## src/rtl/mbw_pkg.sv

```systemverilog
package mbw_pkg;

  typedef enum logic [1:0] {
    FE_IDLE    = 2'd0,
    FE_LATCHED = 2'd1,
    FE_BURST   = 2'd2
  } fe_state_e;

  localparam logic [1:0] WEN_WORD = 2'b11;

endpackage

```

## src/rtl/mbw_frontend.sv

```systemverilog
module mbw_frontend
  import mbw_pkg::*;
#(
  parameter int BUS_W = 16
) (
  input  logic             clk,
  input  logic             rst,
  input  logic             sel_n,
  input  logic             alat,
  input  logic             dstb_n,
  input  logic             last_n,
  input  logic             rd_wr_n,
  input  logic             space_in,
  input  logic [1:0]       wen,
  input  logic [BUS_W-1:0] ad,
  input  logic             fifo_full,
  output logic             rdy_n,
  output logic             err,
  output logic             push,
  output logic             push_space,
  output logic [BUS_W-1:0] push_addr,
  output logic [BUS_W-1:0] push_data
);

  fe_state_e        state_q;
  logic [BUS_W-1:0] addr_q;
  logic             space_q;
  logic             err_q;
  logic             start_ok;
  logic             take;

  assign start_ok = (wen == WEN_WORD) && !rd_wr_n;
  assign take     = (state_q == FE_BURST) && !sel_n && !fifo_full;

  always_ff @(posedge clk) begin
    if (rst) begin
      state_q <= FE_IDLE;
      addr_q  <= '0;
      space_q <= 1'b0;
      err_q   <= 1'b0;
    end else begin
      err_q <= 1'b0;
      unique case (state_q)
        FE_IDLE: begin
          if (!sel_n && alat) begin
            addr_q  <= ad;
            space_q <= space_in;
            state_q <= FE_LATCHED;
          end
        end
        FE_LATCHED: begin
          if (!sel_n && !dstb_n && start_ok) begin
            state_q <= FE_BURST;
          end else begin
            err_q   <= !sel_n && !dstb_n;
            state_q <= FE_IDLE;
          end
        end
        FE_BURST: begin
          if (sel_n) begin
            state_q <= FE_IDLE;
          end else if (take) begin
            addr_q <= addr_q + 1'b1;
            if (!last_n) state_q <= FE_IDLE;
          end
        end
        default: state_q <= FE_IDLE;
      endcase
    end
  end

  assign rdy_n      = (state_q != FE_BURST) || fifo_full;
  assign err        = err_q;
  assign push       = take;
  assign push_space = space_q;
  assign push_addr  = addr_q;
  assign push_data  = ad;

  // the address moves by one after every accepted word
  a_r4_addr_step: assert property (@(posedge clk) disable iff (rst)
    push |=> (addr_q == $past(addr_q) + 1'b1));

  // the address holds while the FIFO blocks the burst
  a_r8_addr_hold: assert property (@(posedge clk) disable iff (rst)
    (state_q == FE_BURST && !sel_n && fifo_full) |=> $stable(addr_q));

  // the final word closes the burst
  a_r5_last_closes: assert property (@(posedge clk) disable iff (rst)
    (push && !last_n) |=> (rdy_n && state_q == FE_IDLE));

  // deselect aborts the burst
  a_r6_abort: assert property (@(posedge clk) disable iff (rst)
    (state_q == FE_BURST && sel_n) |=> (state_q == FE_IDLE));

  // bad start flags an error and opens no burst
  a_r7_bad_start: assert property (@(posedge clk) disable iff (rst)
    (state_q == FE_LATCHED && !sel_n && !dstb_n && (wen != WEN_WORD || rd_wr_n))
      |=> (err && state_q == FE_IDLE));

  // the error flag lasts one cycle
  a_r7_err_pulse: assert property (@(posedge clk) disable iff (rst)
    err |=> !err);

endmodule

```

## src/rtl/mbw_cmd_fifo.sv

```systemverilog
module mbw_cmd_fifo #(
  parameter int WIDTH = 33,
  parameter int DEPTH = 8
) (
  input  logic             clk,
  input  logic             rst,
  input  logic             wr_en,
  input  logic [WIDTH-1:0] wr_data,
  input  logic             rd_ready,
  output logic             rd_valid,
  output logic [WIDTH-1:0] rd_data,
  output logic             full
);

  localparam int PTR_W = (DEPTH > 1) ? $clog2(DEPTH) : 1;
  localparam int CNT_W = $clog2(DEPTH + 1);
  localparam logic [PTR_W-1:0] LAST_SLOT = PTR_W'(DEPTH - 1);
  localparam logic [CNT_W-1:0] FULL_CNT  = CNT_W'(DEPTH);

  logic [WIDTH-1:0] store [DEPTH];
  logic [PTR_W-1:0] wr_ptr_q;
  logic [PTR_W-1:0] rd_ptr_q;
  logic [CNT_W-1:0] count_q;
  logic             rd_en;

  assign rd_valid = (count_q != '0);
  assign rd_en    = rd_valid && rd_ready;
  assign full     = (count_q == FULL_CNT);
  assign rd_data  = store[rd_ptr_q];

  always_ff @(posedge clk) begin
    if (wr_en) store[wr_ptr_q] <= wr_data;
  end

  always_ff @(posedge clk) begin
    if (rst) begin
      wr_ptr_q <= '0;
      rd_ptr_q <= '0;
      count_q  <= '0;
    end else begin
      if (wr_en) wr_ptr_q <= (wr_ptr_q == LAST_SLOT) ? '0 : wr_ptr_q + 1'b1;
      if (rd_en) rd_ptr_q <= (rd_ptr_q == LAST_SLOT) ? '0 : rd_ptr_q + 1'b1;
      unique case ({wr_en, rd_en})
        2'b10:   count_q <= count_q + 1'b1;
        2'b01:   count_q <= count_q - 1'b1;
        default: count_q <= count_q;
      endcase
    end
  end

  // no write lands on a full FIFO
  a_r8_no_overflow: assert property (@(posedge clk) disable iff (rst)
    wr_en |-> !full);

  // a pop of the only entry leaves the FIFO empty
  a_r9_drain_last: assert property (@(posedge clk) disable iff (rst)
    (count_q == 1 && rd_en && !wr_en) |=> !rd_valid);

  // a write to an empty FIFO shows valid next cycle
  a_r9_fill_first: assert property (@(posedge clk) disable iff (rst)
    (!rd_valid && wr_en) |=> rd_valid);

endmodule

```

## src/rtl/mux_burst_wr_target.sv

```systemverilog
module mux_burst_wr_target #(
  parameter int BUS_W      = 16,
  parameter int FIFO_DEPTH = 8
) (
  input  logic             clk,
  input  logic             rst,
  input  logic             host_sel_n,
  input  logic             host_alat,
  input  logic             host_dstb_n,
  input  logic             host_last_n,
  input  logic             host_rd_wr_n,
  input  logic             host_space,
  input  logic [1:0]       host_wen,
  input  logic [BUS_W-1:0] host_ad,
  output logic             host_rdy_n,
  output logic             host_stop_n,
  output logic             proto_err,
  output logic             cmd_valid,
  input  logic             cmd_ready,
  output logic             cmd_space,
  output logic [BUS_W-1:0] cmd_addr,
  output logic [BUS_W-1:0] cmd_data
);

  localparam int ENTRY_W = 1 + 2 * BUS_W;

  logic             fifo_full;
  logic             push;
  logic             push_space;
  logic [BUS_W-1:0] push_addr;
  logic [BUS_W-1:0] push_data;
  logic [ENTRY_W-1:0] head;

  mbw_frontend #(.BUS_W(BUS_W)) u_frontend (
    .clk        (clk),
    .rst        (rst),
    .sel_n      (host_sel_n),
    .alat       (host_alat),
    .dstb_n     (host_dstb_n),
    .last_n     (host_last_n),
    .rd_wr_n    (host_rd_wr_n),
    .space_in   (host_space),
    .wen        (host_wen),
    .ad         (host_ad),
    .fifo_full  (fifo_full),
    .rdy_n      (host_rdy_n),
    .err        (proto_err),
    .push       (push),
    .push_space (push_space),
    .push_addr  (push_addr),
    .push_data  (push_data)
  );

  mbw_cmd_fifo #(.WIDTH(ENTRY_W), .DEPTH(FIFO_DEPTH)) u_fifo (
    .clk      (clk),
    .rst      (rst),
    .wr_en    (push),
    .wr_data  ({push_space, push_addr, push_data}),
    .rd_ready (cmd_ready),
    .rd_valid (cmd_valid),
    .rd_data  (head),
    .full     (fifo_full)
  );

  assign host_stop_n = !fifo_full;
  assign cmd_space   = head[ENTRY_W-1];
  assign cmd_addr    = head[2*BUS_W-1:BUS_W];
  assign cmd_data    = head[BUS_W-1:0];

  // ready is never shown while stop is shown
  a_r8_stop_blocks_ready: assert property (@(posedge clk) disable iff (rst)
    !host_stop_n |-> host_rdy_n);

  // outputs are inactive in the cycle after reset
  a_r1_reset_idle: assert property (@(posedge clk)
    rst |=> (host_rdy_n && host_stop_n && !proto_err && !cmd_valid));

endmodule

```

## config.mk

```make
export PLATFORM = sky130hd
export DESIGN_NAME = mux_burst_wr_target
export DESIGN_NICKNAME = d
export VERILOG_FILES = /design/src/rtl/mbw_pkg.sv /design/src/rtl/mbw_frontend.sv /design/src/rtl/mbw_cmd_fifo.sv /design/src/rtl/mux_burst_wr_target.sv
export SDC_FILE = /design/constraint.sdc
export NUM_CORES = 1
export LEC_CHECK = 0
export CAP_MARGIN = 25
export CORE_AREA = 2 2 160 162
export DETAILED_ROUTE_END_ITERATION = 6
export DIE_AREA = 0 0 162 164
export DONT_BUFFER_PORTS = 1
export GPL_ROUTABILITY_DRIVEN = 0
export PLACE_DENSITY = 0.61
export SLEW_MARGIN = 20
export SYNTH_ARGS = -nofsm -noshare
export SYNTH_HDL_FRONTEND = slang
export SYNTH_HIERARCHICAL = 1
export SYNTH_SLANG_ARGS = --single-unit
```

## constraint.sdc

```tcl
create_clock -name clk -period 10.6 [get_ports clk]
set_input_delay 0.53 -clock clk [delete_from_list [all_inputs] [get_ports clk]]
set_output_delay 0.53 -clock clk [all_outputs]
set_load 0.01 [all_outputs]
```

==> impl_metrics.yaml <==
cells_and_area:
  synthToLayoutAreaGrowth_pct: 10.15
  nets: 675
  final_area_um2: 13240
  drive_gt1_share_pct: 26.20
  diodes: 0
  utilization_pct: 53.34
sta:
  tightest_slew_ns: 1.007
  max-slew-margin-rel_pct: 32.87
  finalCritPeriodShare_pct: 33.56
  post-route-min-period_ns: 3.557
  fmax_mhz: 281.1
  final_hold_viol_count: 0
  fin_tns_setup_ns: 0
  setup_viol: 0
  slew_viol_final: 0
  finClkSkew_ns: 0.01237
  rsz0062_at_grt: "no"
yosys:
  synth_common_cells: "edfxtp_1, mux4_2, mux2_2"
  synth_area_leaders: "edfxtp_1, mux4_2, dfxtp_1, mux2_2, mux4_1"
  synthFlopType: "edfxtp_1"
  syn_area_um2: 12020
  yosys.area.top_type_share_pct: 65.97
  synthSimpleGateAreaFrac_pct: 5.279
  yosys_register_bits: 297
  synth_xor_area_share_pct: 0.2186
  synth_largest_area_cell: "edfxtp_1"
  synthDistinctLibCells: 58
  ys_seq_area_share_pct: 71.46
  synth_fa_ha_area_share_pct: 0.8329
  async_reset_ff_share_pct: 0
  synth_top_family_by_area: "multiplexers"
  synth_compound_area_share_pct: 3.040
  yosys-mux-area-fraction_pct: 16.52
  syn_avg_cell_area_um2: 18.84
  synth_edf_count: 264
  syn_inst: 638
  yosysWarningCount: 6
  syn_nets: 673
  yosysMostFrequentCell: "edfxtp_1"
grt:
  grt.met1_usage_pct: 26.04
  grt_busiest_layer: "met2"
  grt_start_max_net_pins: 67
  use_met3_pct: 3.864
  grt.overflow.total: 0
  grtUsageTotal_pct: 18.27
  grt_pass1_wl_mm: 36.38
  grt_pass1_vias: 6044
  use_met2_pct: 29.25
  grt_antenna_before_repair: 0
die:
  start_util_pct: 48.42
  dieArea_um2: 26570
  num_rows: 58
  core_area_um2: 24820
  ios: 64
  die_x_um: 162
  die_height_um: 164
critical_path:
  critPathRequiredTime_ns: 10.07
  crit_family: "multiplexers"
  critical_path_buf_inv_count: 1
  cp-start-kind: "register"
  critPathMaxStageDelay_ns: 0.78
  cp_slowest_cell: "dfxtp_4"
  cp.arrival_ns: 3.03
  cp-end-kind: "output pin"
  path_max_fanout: 34
  path_cells: "buf_4 > mux4_1 > mux2_2"
  crit_type: "register to output pin"
detailed_routing:
  wire_per_inst_um: 23.91
  vias_per_cell: 5.906
  vias: 5871
  drcViolationCount: 0
  ant_nets: 0
  drt_iter0_drc: 450
  drt_pass1_iterations: 5
  drt_wl_total_mm: 23.76
clocking:
  postCtsHoldBufs: 0
  cts_resized: 0
  cts.sinks: 297
  cts_tree: "yes"
  clkTransAtPathRegs_ns: 0.06
  cts_max_level: 1
  insertion_delay_ns: 0.55
  cts_buffer_depth: 3
  numCtsBuffers: 30
  cts_setup_buffers: 0
  clockRootBuffer: "clkbuf_16"
hold_path:
  hp-class: "input port to register"
place:
  io_buffers: 0
  placed_area_um2: 12320
  place_hpwl_mm: 13.81
power_and_ir_drop:
  p_leak_uw: 0.004078
  vdd_drop_max_uv: 122.2
  powerDensity_nw_per_um2: 171.1
job:
  maxCapViolations: 0
outcome:
  status: "finished, final reports clean"
-- cell usage in the layout, fill, tap and decap left out, drive strengths merged, types with 2 or more instances in the layout --
cell / n
o21ai: 10
a311oi: 2
o311ai: 2
nand3b: 3
mux4: 66
mux2: 37
dfxtp: 33
o211ai: 2
inv: 6
nand3: 6
nand4: 8
clkbuf: 39
a31oi: 4
xor2: 3
and2: 9
nor2: 29
edfxtp: 264
or3: 3
clkinv: 15
nor4b: 4
nor4: 5
o41ai: 2
nor2b: 3
nor3: 8
buf: 15
ha: 8
a21oi: 21
mux2i: 6
nand2b: 10
nand2: 21
o32ai: 2
-- routing by layer --
metal,wire length (µm),vias up
li1,-,2581
met1,10630,3110
met2,11420,145
met3,1322,35
met4,389,0
met5,0,-
-- power breakdown --
group / internal (µW) / switching, µW / leakage [µW] / total, µW
sequential: 1280 / 11.6 / 0.00268 / 1290
combinational: 7.75 / 8.41 / 0.000957 / 16.2
clock: 545 / 417 / 0.000442 / 961
-- area by class of cell --
type / count / area [µm²]
clock inverters: 17 / 116.4
multi-input cells: 290 / 3167
well taps: 330 / 412.9
fillers: 1983 / 11580
flip-flops and latches: 297 / 8594
inverters: 6 / 22.52
repair buffers: 15 / 140.1
clock buffers: 39 / 784.5
-- sequential cells by signal (all words and copies together) (netlist names), named ones only --
register,cells
u_fifo/store,264
u_fifo/count_q,4
u_fifo/wr_ptr_q,3
u_frontend/err,1
u_frontend/state_q,2
u_frontend/push_space,1
u_frontend/push_addr,16
u_fifo/rd_ptr_q,3
-- path summary, 6_finish.rpt --
kind / slack [ns] / cells after the start / end / startpoint
setup / recovery: 7.04 / 3 / cmd_addr[11] / register
hold / removal: 0.05 / 1 / u_frontend/push_space$_SDFFE_PP0P_ / rst
setup reg to reg: 7.62 / 9 / u_fifo/count_q[3]$_SDFFE_PP0P_ / u_fifo/count_q[1]$_SDFFE_PP0P_
hold reg to reg: 0.47 / 2 / register / u_fifo/rd_ptr_q[2]$_SDFFE_PP0N_
-- cells by family (layout without fill, tap and decap cells) --
family,count (synthesis),after routing
DFF,297,297
and+or+nand+nor,116,116
muxes,109,109
AOI/OAI and AO/OA,54,54
buffers and inverters,51,77
adders and majority gates,8,8
xor gates and xnor gates,3,3
-- through the flow --
step	setup WS [ns]	hold slack [ns]	std cells	total power, µW
2_1_floorplan	6.439	0.4496	638	1330
3_3_place_gp	7.569	0.4448	936	1326
3_5_place_dp	7.522	0.4633	937	1328
4_1_cts	6.937	0.02504	993	2286
5_1_grt	6.802	0.02548	994	2339
6_report	7.043	0.04875	994	2265
Power figures use the tool's default switching activity.
